File: src/rtl/uart_pair_pkg.sv
package uart_pair_pkg;

  localparam int NCH = 2;
  localparam int AFR_BITS = 3;

  typedef struct packed {
    logic [1:0] mf;
    logic       bcast;
  } afr_t;

  function automatic afr_t afr_from_word(input logic [AFR_BITS-1:0] w);
    afr_t r;
    r.mf    = w[2:1];
    r.bcast = w[0];
    return r;
  endfunction

  function automatic logic [AFR_BITS-1:0] afr_to_bits(input afr_t a);
    return {a.mf, a.bcast};
  endfunction

endpackage

File: src/rtl/uart_pair_chan_dec.sv
module uart_pair_chan_dec #(
  parameter int AW       = 3,
  parameter int SEL_W    = 1,
  parameter int IDX      = 0,
  parameter int AFR_OFF  = 2,
  parameter int DL_LAST  = 1
) (
  input  logic             cpu_wr,
  input  logic [SEL_W-1:0] cpu_sel,
  input  logic [AW-1:0]    cpu_addr,
  input  logic             bcast,
  input  logic             dlab,
  output logic             wr_o,
  output logic             dl_o,
  output logic             afr_wr_o,
  output logic             afr_slot_o
);

  logic targeted;
  logic in_dl_range;

  function automatic logic slot_is_afr(input logic [AW-1:0] a, input logic d);
    return (a == AW'(AFR_OFF)) && d;
  endfunction

  always_comb begin
    targeted    = bcast || (int'(cpu_sel) == IDX);
    in_dl_range = (int'(cpu_addr) <= DL_LAST);
    afr_slot_o  = slot_is_afr(cpu_addr, dlab);
    wr_o        = cpu_wr && targeted && !afr_slot_o;
    dl_o        = wr_o && dlab && in_dl_range;
    afr_wr_o    = cpu_wr && targeted && afr_slot_o;
  end

endmodule

File: src/rtl/uart_pair_afr.sv
module uart_pair_afr
  import uart_pair_pkg::*;
#(
  parameter int DW = 8
) (
  input  logic          clk,
  input  logic          rst_n,
  input  logic          we,
  input  logic [DW-1:0] wdata,
  output afr_t          afr_q,
  output logic [DW-1:0] rd_word
);

  always_ff @(posedge clk or negedge rst_n) begin
    if (!rst_n) begin
      afr_q <= '0;
    end else if (we) begin
      afr_q <= afr_from_word(wdata[AFR_BITS-1:0]);
    end
  end

  always_comb begin
    rd_word = '0;
    rd_word[AFR_BITS-1:0] = afr_to_bits(afr_q);
  end

endmodule

File: src/rtl/uart_pair_rdmux.sv
module uart_pair_rdmux #(
  parameter int DW    = 8,
  parameter int NCH   = 2,
  parameter int SEL_W = 1
) (
  input  logic              cpu_rd,
  input  logic [SEL_W-1:0]  cpu_sel,
  input  logic [NCH*DW-1:0] ch_rdata,
  input  logic [NCH-1:0]    afr_slot,
  input  logic [DW-1:0]     afr_word,
  output logic [DW-1:0]     rdata
);

  logic [DW-1:0] lane [NCH];

  for (genvar g = 0; g < NCH; g++) begin : g_lane
    assign lane[g] = ch_rdata[g*DW +: DW];
  end

  always_comb begin
    rdata = '0;
    if (cpu_rd) begin
      if (afr_slot[cpu_sel]) rdata = afr_word;
      else                   rdata = lane[cpu_sel];
    end
  end

endmodule

File: src/rtl/uart_pair_regfront.sv
module uart_pair_regfront
  import uart_pair_pkg::*;
#(
  parameter int ADDR_W     = 3,
  parameter int DATA_W     = 8,
  parameter int AFR_OFFSET = 2,
  parameter int DL_TOP     = 1
) (
  input  logic                  clk,
  input  logic                  rst_n,
  input  logic                  cpu_wr,
  input  logic                  cpu_rd,
  input  logic                  cpu_sel,
  input  logic [ADDR_W-1:0]     cpu_addr,
  input  logic [DATA_W-1:0]     cpu_wdata,
  output logic [DATA_W-1:0]     cpu_rdata,
  input  logic [1:0]            lcr7_in,
  input  logic [2*DATA_W-1:0]   ch_rdata,
  output logic [1:0]            ch_wr,
  output logic [1:0]            ch_dl,
  output logic [ADDR_W-1:0]     ch_addr,
  output logic [DATA_W-1:0]     ch_wdata,
  output logic [1:0]            mf_sel,
  output logic                  bcast_on
);

  localparam int SEL_W = (NCH > 1) ? $clog2(NCH) : 1;

  afr_t             afr_q;
  logic [DATA_W-1:0] afr_word;
  logic [NCH-1:0]   afr_wr_lane;
  logic [NCH-1:0]   afr_slot;
  logic             afr_we;

  for (genvar i = 0; i < NCH; i++) begin : g_chan
    uart_pair_chan_dec #(
      .AW      (ADDR_W),
      .SEL_W   (SEL_W),
      .IDX     (i),
      .AFR_OFF (AFR_OFFSET),
      .DL_LAST (DL_TOP)
    ) u_dec (
      .cpu_wr     (cpu_wr),
      .cpu_sel    (cpu_sel),
      .cpu_addr   (cpu_addr),
      .bcast      (afr_q.bcast),
      .dlab       (lcr7_in[i]),
      .wr_o       (ch_wr[i]),
      .dl_o       (ch_dl[i]),
      .afr_wr_o   (afr_wr_lane[i]),
      .afr_slot_o (afr_slot[i])
    );
  end

  assign afr_we = |afr_wr_lane;

  uart_pair_afr #(.DW(DATA_W)) u_afr (
    .clk     (clk),
    .rst_n   (rst_n),
    .we      (afr_we),
    .wdata   (cpu_wdata),
    .afr_q   (afr_q),
    .rd_word (afr_word)
  );

  uart_pair_rdmux #(.DW(DATA_W), .NCH(NCH), .SEL_W(SEL_W)) u_rdmux (
    .cpu_rd   (cpu_rd),
    .cpu_sel  (cpu_sel),
    .ch_rdata (ch_rdata),
    .afr_slot (afr_slot),
    .afr_word (afr_word),
    .rdata    (cpu_rdata)
  );

  assign ch_addr  = cpu_addr;
  assign ch_wdata = cpu_wdata;
  assign mf_sel   = afr_q.mf;
  assign bcast_on = afr_q.bcast;

endmodule

File: config.mk
export PLATFORM = sky130hd
export DESIGN_NAME = uart_pair_regfront
export DESIGN_NICKNAME = d
export VERILOG_FILES = /design/src/rtl/uart_pair_pkg.sv /design/src/rtl/uart_pair_chan_dec.sv /design/src/rtl/uart_pair_afr.sv /design/src/rtl/uart_pair_rdmux.sv /design/src/rtl/uart_pair_regfront.sv
export SDC_FILE = /design/constraint.sdc
export NUM_CORES = 1
export LEC_CHECK = 0
export ABC_CLOCK_PERIOD_IN_PS = 1500
export BUFFER_PORTS_ARGS = -buffer_cell sky130_fd_sc_hd__buf_2
export CAP_MARGIN = 20
export CORE_MARGIN = 1
export CORE_UTILIZATION = 23
export CTS_BUF_LIST = sky130_fd_sc_hd__clkbuf_4 sky130_fd_sc_hd__clkbuf_8 sky130_fd_sc_hd__clkbuf_16
export DETAILED_ROUTE_END_ITERATION = 6
export HOLD_SLACK_MARGIN = 0.03
export PLACE_DENSITY = 0.68
export SLEW_MARGIN = 20
export SYNTH_ARGS = -nofsm -noshare
export SYNTH_HDL_FRONTEND = slang
export SYNTH_SLANG_ARGS = --single-unit
File: constraint.sdc
create_clock -name clk -period 1.5 [get_ports clk]
set_input_delay 0.15 -clock clk [delete_from_list [all_inputs] [get_ports clk]]
set_output_delay 0.15 -clock clk [all_outputs]
set_load 0.01 [all_outputs]
Word-level counts from Yosys, hierarchy flattened. Index checks and enable logic that the tools add are counted. Widths: inputs -> output; s select.

Input bits: 34. Logic and storage cells: 32. Output and inout bits: 26. Bits in registers: 3.

Multiplexer cells: 7. Eq/ne operators: 1. Order comparisons: 3. Reduce and logical (&&, ||, !) cells: 17. Bitwise operators: 2.

Operator list (count): $mux 8 (5); $logic_and 1x1->1 (12); $eq 3x2->1 const B (1); $le 3x1->1 const B (1); $ge 2x2->1 const B (1); $logic_not 1->1 (2); $logic_or 1x1->1 (2); $lt 1x2->1 const B (1); $mux 1 (2); $not 1->2 (1); $reduce_or 2->1 (1); $not 1->1 (1).

Depth between registers and ports, before layout.
Depth in word-level cells: 6. Gate-level depth with buffers: 4. Gate-level depth less buffers: 3.

Modules after synthesis. From an unflattened synthesis, not the netlist that was laid out.

Cells, all modules: 66. Area, all modules: 606.8 µm².

By module, submodules not included: uart_pair_rdmux (sequential area each 0.0 µm², instances 1, cells each 28, area each 244.0 µm²); uart_pair_afr (sequential area each 75.1 µm², instances 1, cells each 15, area each 172.7 µm²); uart_pair_regfront (sequential area each 0.0 µm², instances 1, cells each 12, area each 88.8 µm²); uart_pair_chan_dec at g_chan[0].u_dec (sequential area each 0.0 µm², instances 1, cells each 6, area each 61.3 µm²); uart_pair_chan_dec at g_chan[1].u_dec (sequential area each 0.0 µm², instances 1, cells each 5, area each 40.0 µm²).

Least setup slack after synthesis. Ideal clock, no wire load.

Kind: flip-flop to flip-flop. From: register, netlist name u_afr.afr_q[0]. To: register, netlist name u_afr.afr_q[1]. Data required time: 1.375 ns. Buffers on the path: 0. Setup time: 0.125 ns. Clock period less this slack: 1.307 ns. Slack: 0.193 ns. Stages on the path, launching flop included: 4. Arrival time: 1.182 ns. Cells stage by stage: dfrtp_1 > nand2b_1 > a32oi_2 > mux2_2.

Word-level cells in the longest chain between the ends: 4. Elaborated cells on any way between the ends: 7. Those cells by class: reduce/logical: 7.

Ends and longest elaborated chain: $logic_or 1x1->1 (RTL line uart_pair_chan_dec.sv:27) `targeted = bcast || (int'(cpu_sel) == IDX);`; $logic_and 1x1->1 (2 in series) (RTL line uart_pair_chan_dec.sv:32) `afr_wr_o = cpu_wr && targeted && afr_slot_o;`; $reduce_or 2->1 * (RTL line uart_pair_regfront.sv:55) `assign afr_we = |afr_wr_lane;`.

Every way passes the cells marked *; elsewhere a longest branch is shown, timed or not. A chain may end at the register's enable or synchronous reset.

Final worst setup path.
From: register, netlist name u_afr.afr_q[0]. To: register, netlist name u_afr.afr_q[2].

Word-level cells in the longest chain between the ends: 4. Elaborated cells on any way between the ends: 7. Those cells by class: reduce/logical: 7.

Ends and longest elaborated chain (RTL line): $logic_or 1x1->1 (uart_pair_chan_dec.sv:27); $logic_and 1x1->1 (2 in series) (uart_pair_chan_dec.sv:32); $reduce_or 2->1 * (uart_pair_regfront.sv:55).

Marks and branches as above.

==> impl_summary.txt <==
----------------------------------------------------
[Finish]
  Final Net Count ... ~130
  Flip-flop count of the largest register, all copies and words added ... 3
  Register with the highest flop count ... u_afr.afr_q
  Non-Filler Instances ... 126
  Non-Filler Cell Area, Final ... 757.0 um^2
  Fraction of final layout cells sized beyond drive strength 1 ... 0.6768
  Largest registers ranked by flip-flop count ... u_afr.afr_q: 3 flops
  Count of filler cells inserted in the layout ... 226
  Final design utilization ... 0.3744
  Number of antenna repair diodes ... 0
  Synth-to-layout area growth ... 47.20%

[Yosys]
  Post-synth EDFFs ... 0
  Top cell type's share of synthesized area ... 0.2190
  Yosys cell types ... 22
  Commonest cells in the netlist ... sky130_fd_sc_hd__buf_4 (15), sky130_fd_sc_hd__mux2i_1 (8), sky130_fd_sc_hd__nor2_1 (8)
  Share of cell area taken by muxes after synthesis ... 0.2263
  Main combinational cell family by area after synthesis ... buffers and inverters
  Mean Syn Cell Area ... 8.716 um^2
  Cell type contributing the most total cell area after synthesis ... sky130_fd_sc_hd__buf_4
  Sequential element share of the synthesized area ... 0.1460
  Post-synthesis simple-gate area fraction ... 0.1873
  Synthesized flop and latch total ... 3
  Synth Area in Compound Gates ... 0.1825
  Async S/R FF share, synth ... 1.000
  XOR/XNOR Fraction of Synth Area ... 0
  Cell types occupying the most area after synthesis ... sky130_fd_sc_hd__buf_4 (22%), sky130_fd_sc_hd__mux2i_1 (16%), sky130_fd_sc_hd__dfrtp_1 (15%)
  Mapped Nets ... 93
  Cell area after synthesis ... approximately 510 um^2
  Total number of yosys warnings ... 0
  Gate count of the mapped netlist ... 59
  Adder-Cell Fraction of Synth Area ... 0
  Count leader, synth ... sky130_fd_sc_hd__buf_4
  Most used DFF post-synth ... sky130_fd_sc_hd__dfrtp_1

[Route]
  Residual antenna-violating net count after detailed routing ... 0
  Routed metal-1 wirelength ... 632 um
  Detailed-routed wire length on met3 ... roughly 110 um
  Total wirelength of the detailed-routed design ... approximately 1.5 mm
  Highest routing layer actually used ... met3
  Met2 wire len ... around 800 um
  Vias per Instance ... 4.492
  Detailed-route wire length per cell ... about 12 um
  TritonRoute pass-1 iters ... 2
  Routed vias ... between 500 and 600
  Starting DRT DRC Count ... 4
  Post-route DRC ... 0

[Place]
  DP Area ... 671.9 um^2
  Quantity of I/O buffers inserted on ports ... 49
  Cells after DPL ... 119
  Half-perimeter wire length after placement ... about 1.2 mm
  Final GP Congestion ... 0.6363

[Setup path]
  Worst path slowest cell ... sky130_fd_sc_hd__dfrtp_1
  Critical path fanouts, max ... 6
  Signal arrival time at the worst endpoint ... 1.57 ns
  Buffers and inverters on the worst path ... 1
  Crit path cell chain ... nand2b_4 -> buf_4 -> a32oi_2 -> mux2_2
  Worst path top cell family by delay ... flip-flops
  Worst path required time ... between 1.5 and 2 ns
  Startpoint-to-endpoint class of the critical path ... flip-flop to flip-flop
  Type of element capturing the critical path ... flip-flop
  Largest stage delay, worst path ... roughly 0.42 ns
  Nature of the critical path startpoint ... flip-flop

[Timing]
  Period minus WS final ... about 1.5 ns
  Transition time of the tightest slew-check pin ... 0.4768 ns
  Share of the clock period used by the worst path after layout ... 0.9684
  Count of endpoints failing setup in the final report ... 0
  Largest clock skew in the final design ... 0.001999 ns
  Final slew viol count ... 0
  Unrepaired setup endpoints after global routing ... yes
  Max Fclk ... 688.4 MHz
  Setup TNS ... 0 ns
  Final Hold Vio Count ... 0
  Slew HR ... 0.6758

[Pwr]
  Power density over the cells ... approximately 730 nW/um^2
  Leakage power of the design ... approximately 0.42 nW
  Share of total power consumed by net switching ... 0.3446
  Worst VDD drop ... between 400 and 500 uV
  Combinational group share of total power ... 0.478
  Part of the total power dissipated in sequential elements ... 0.235
  Switch Pwr ... around 190 uW
  Part of the power in the clock network ... 0.287
  Internal power of the cells ... ~360 uW

[GRT]
  Residual overflow from global routing ... 0
  First-pass GRT wire length ... roughly 2.2 mm
  Initial antenna violation count ... 0
  Maximum number of pins on one net before global-route repair ... 9
  Via count of the first global-routing pass ... approximately 500
  Overall track demand over capacity in global routing ... 0.1172

[CTS]
  Later-pin clock latency in the skew report ... 0.23 ns
  Post-CTS clock slew at the launch and capture registers of the worst setup and hold paths ... 0.04 ns
  Htree depth ... 1
  CTS Buf Count ... 3
  CTS Buffer Depth ... 2
  Clock Root Buffer ... sky130_fd_sc_hd__clkbuf_4
  CTS tree ... done
  Clock Sink Count ... 3

[Status]
  Status ... completed

[Floorplanning]
  Die area ... 2429 um^2
  Die Span X ... 49.29 um
  Num rows ... 16
  Die extent in y ... 49.29 um
  Total core area ... about 2000 um^2
  Starting Density ... 0.2543
  Boundary pin count ... 60

[Hold path]
  Min-delay worst type ... input port to flip-flop

[Run]
  Number of maximum-capacitance violations ... 0

----------------------------------------------------
==> area by class of cell <==
cell class,count,area (um^2),share of cell area
clock buffers,4,30.03,0.03967
inverters,1,3.754,0.004959
multi-input cells,38,336.6,0.4446
flip-flops and latches,3,75.07,0.09917
well taps,27,33.78,0.04463
repair buffers,53,277.8,0.3669
==> kinds of logic (layout without fill, tap and decap cells) <==
logic type / count (synthesis) / in the layout
compound gates: 11 / 11
flops: 3 / 3
simple gates: 16 / 16
mux: 11 / 11
buf+inv: 18 / 58
==> power groups by stage <==
stage | logic (mW) | registers [mW] | clock network, mW
after global routing | 0.288 | 0.136 | 0.172
after global placement | 0.228 | 0.129 | 0
after detailed placement | 0.233 | 0.129 | 0
after floorplan | 0.143 | 0.138 | 0
final | 0.265 | 0.130 | 0.159
after CTS | 0.236 | 0.129 | 0.168
==> layer usage <==
layer | vias to the layer above | global-route usage
met1 | 256 | 0.1391
met2 | 23 | 0.1986
met3 | 0 | 0.03427
li1 | 287 | -
met4 | 0 | 0.03922
met5 | - | 0
==> placed cells by master (no fill, tap or decap) <==
cell / n
sky130_fd_sc_hd__o311a_1: 3
sky130_fd_sc_hd__o21ai_0: 1
sky130_fd_sc_hd__inv_1: 1
sky130_fd_sc_hd__nor4b_4: 1
sky130_fd_sc_hd__buf_2: 49
sky130_fd_sc_hd__dfrtp_1: 3
sky130_fd_sc_hd__mux2i_1: 8
sky130_fd_sc_hd__nand2b_4: 1
sky130_fd_sc_hd__buf_4: 3
sky130_fd_sc_hd__nor4b_1: 1
sky130_fd_sc_hd__nand2_4: 1
sky130_fd_sc_hd__and4bb_2: 2
sky130_fd_sc_hd__nor2_1: 8
sky130_fd_sc_hd__mux2_2: 2
sky130_fd_sc_hd__nor3_1: 1
sky130_fd_sc_hd__or3b_1: 1
sky130_fd_sc_hd__o21ai_1: 3
sky130_fd_sc_hd__o21ai_2: 1
sky130_fd_sc_hd__o21a_1: 1
sky130_fd_sc_hd__clkbuf_4: 4
sky130_fd_sc_hd__o32a_2: 1
sky130_fd_sc_hd__mux2i_2: 1
sky130_fd_sc_hd__a32oi_2: 1
sky130_fd_sc_hd__dlygate4sd3_1: 1
==> path summary, 6_finish.rpt <==
path,slack (ns),cells after the start,start,end
hold reg to reg,0.55,1,u_afr.afr_q[1]$_DFFE_PN0P_,u_afr.afr_q[1]$_DFFE_PN0P_
max in group asynchronous,1.16,2,rst_n,u_afr.afr_q[1]$_DFFE_PN0P_
setup reg to reg,0.05,4,u_afr.afr_q[0]$_DFFE_PN0P_,u_afr.afr_q[2]$_DFFE_PN0P_
min in group asynchronous,0.23,2,rst_n,u_afr.afr_q[2]$_DFFE_PN0P_
setup / recovery,0.05,4,u_afr.afr_q[0]$_DFFE_PN0P_,u_afr.afr_q[2]$_DFFE_PN0P_
hold / removal,0.17,2,cpu_wdata[1],u_afr.afr_q[1]$_DFFE_PN0P_
==> through the flow <==
step | worst slack (ns) | hold slack, ns | total power [mW]
2_1_floorplan | 0.1929 | -0.1456 | 0.2806
3_3_place_gp | 0.1135 | -0.05103 | 0.3574
3_5_place_dp | 0.1153 | -0.04991 | 0.3625
4_1_cts | 0.04468 | 0.1655 | 0.5324
5_1_grt | -0.01610 | 0.1715 | 0.5948
6_report | 0.04737 | 0.1739 | 0.5535
==> what timing repair did <==
action,CTS,global route
endpoints found under the hold margin,3,0
setup buffers,0,2
hold buffers,1,0
setup endpoints to repair,0,2
resized for setup,0,5
Note: power is estimated with default switching activity, not from simulation.
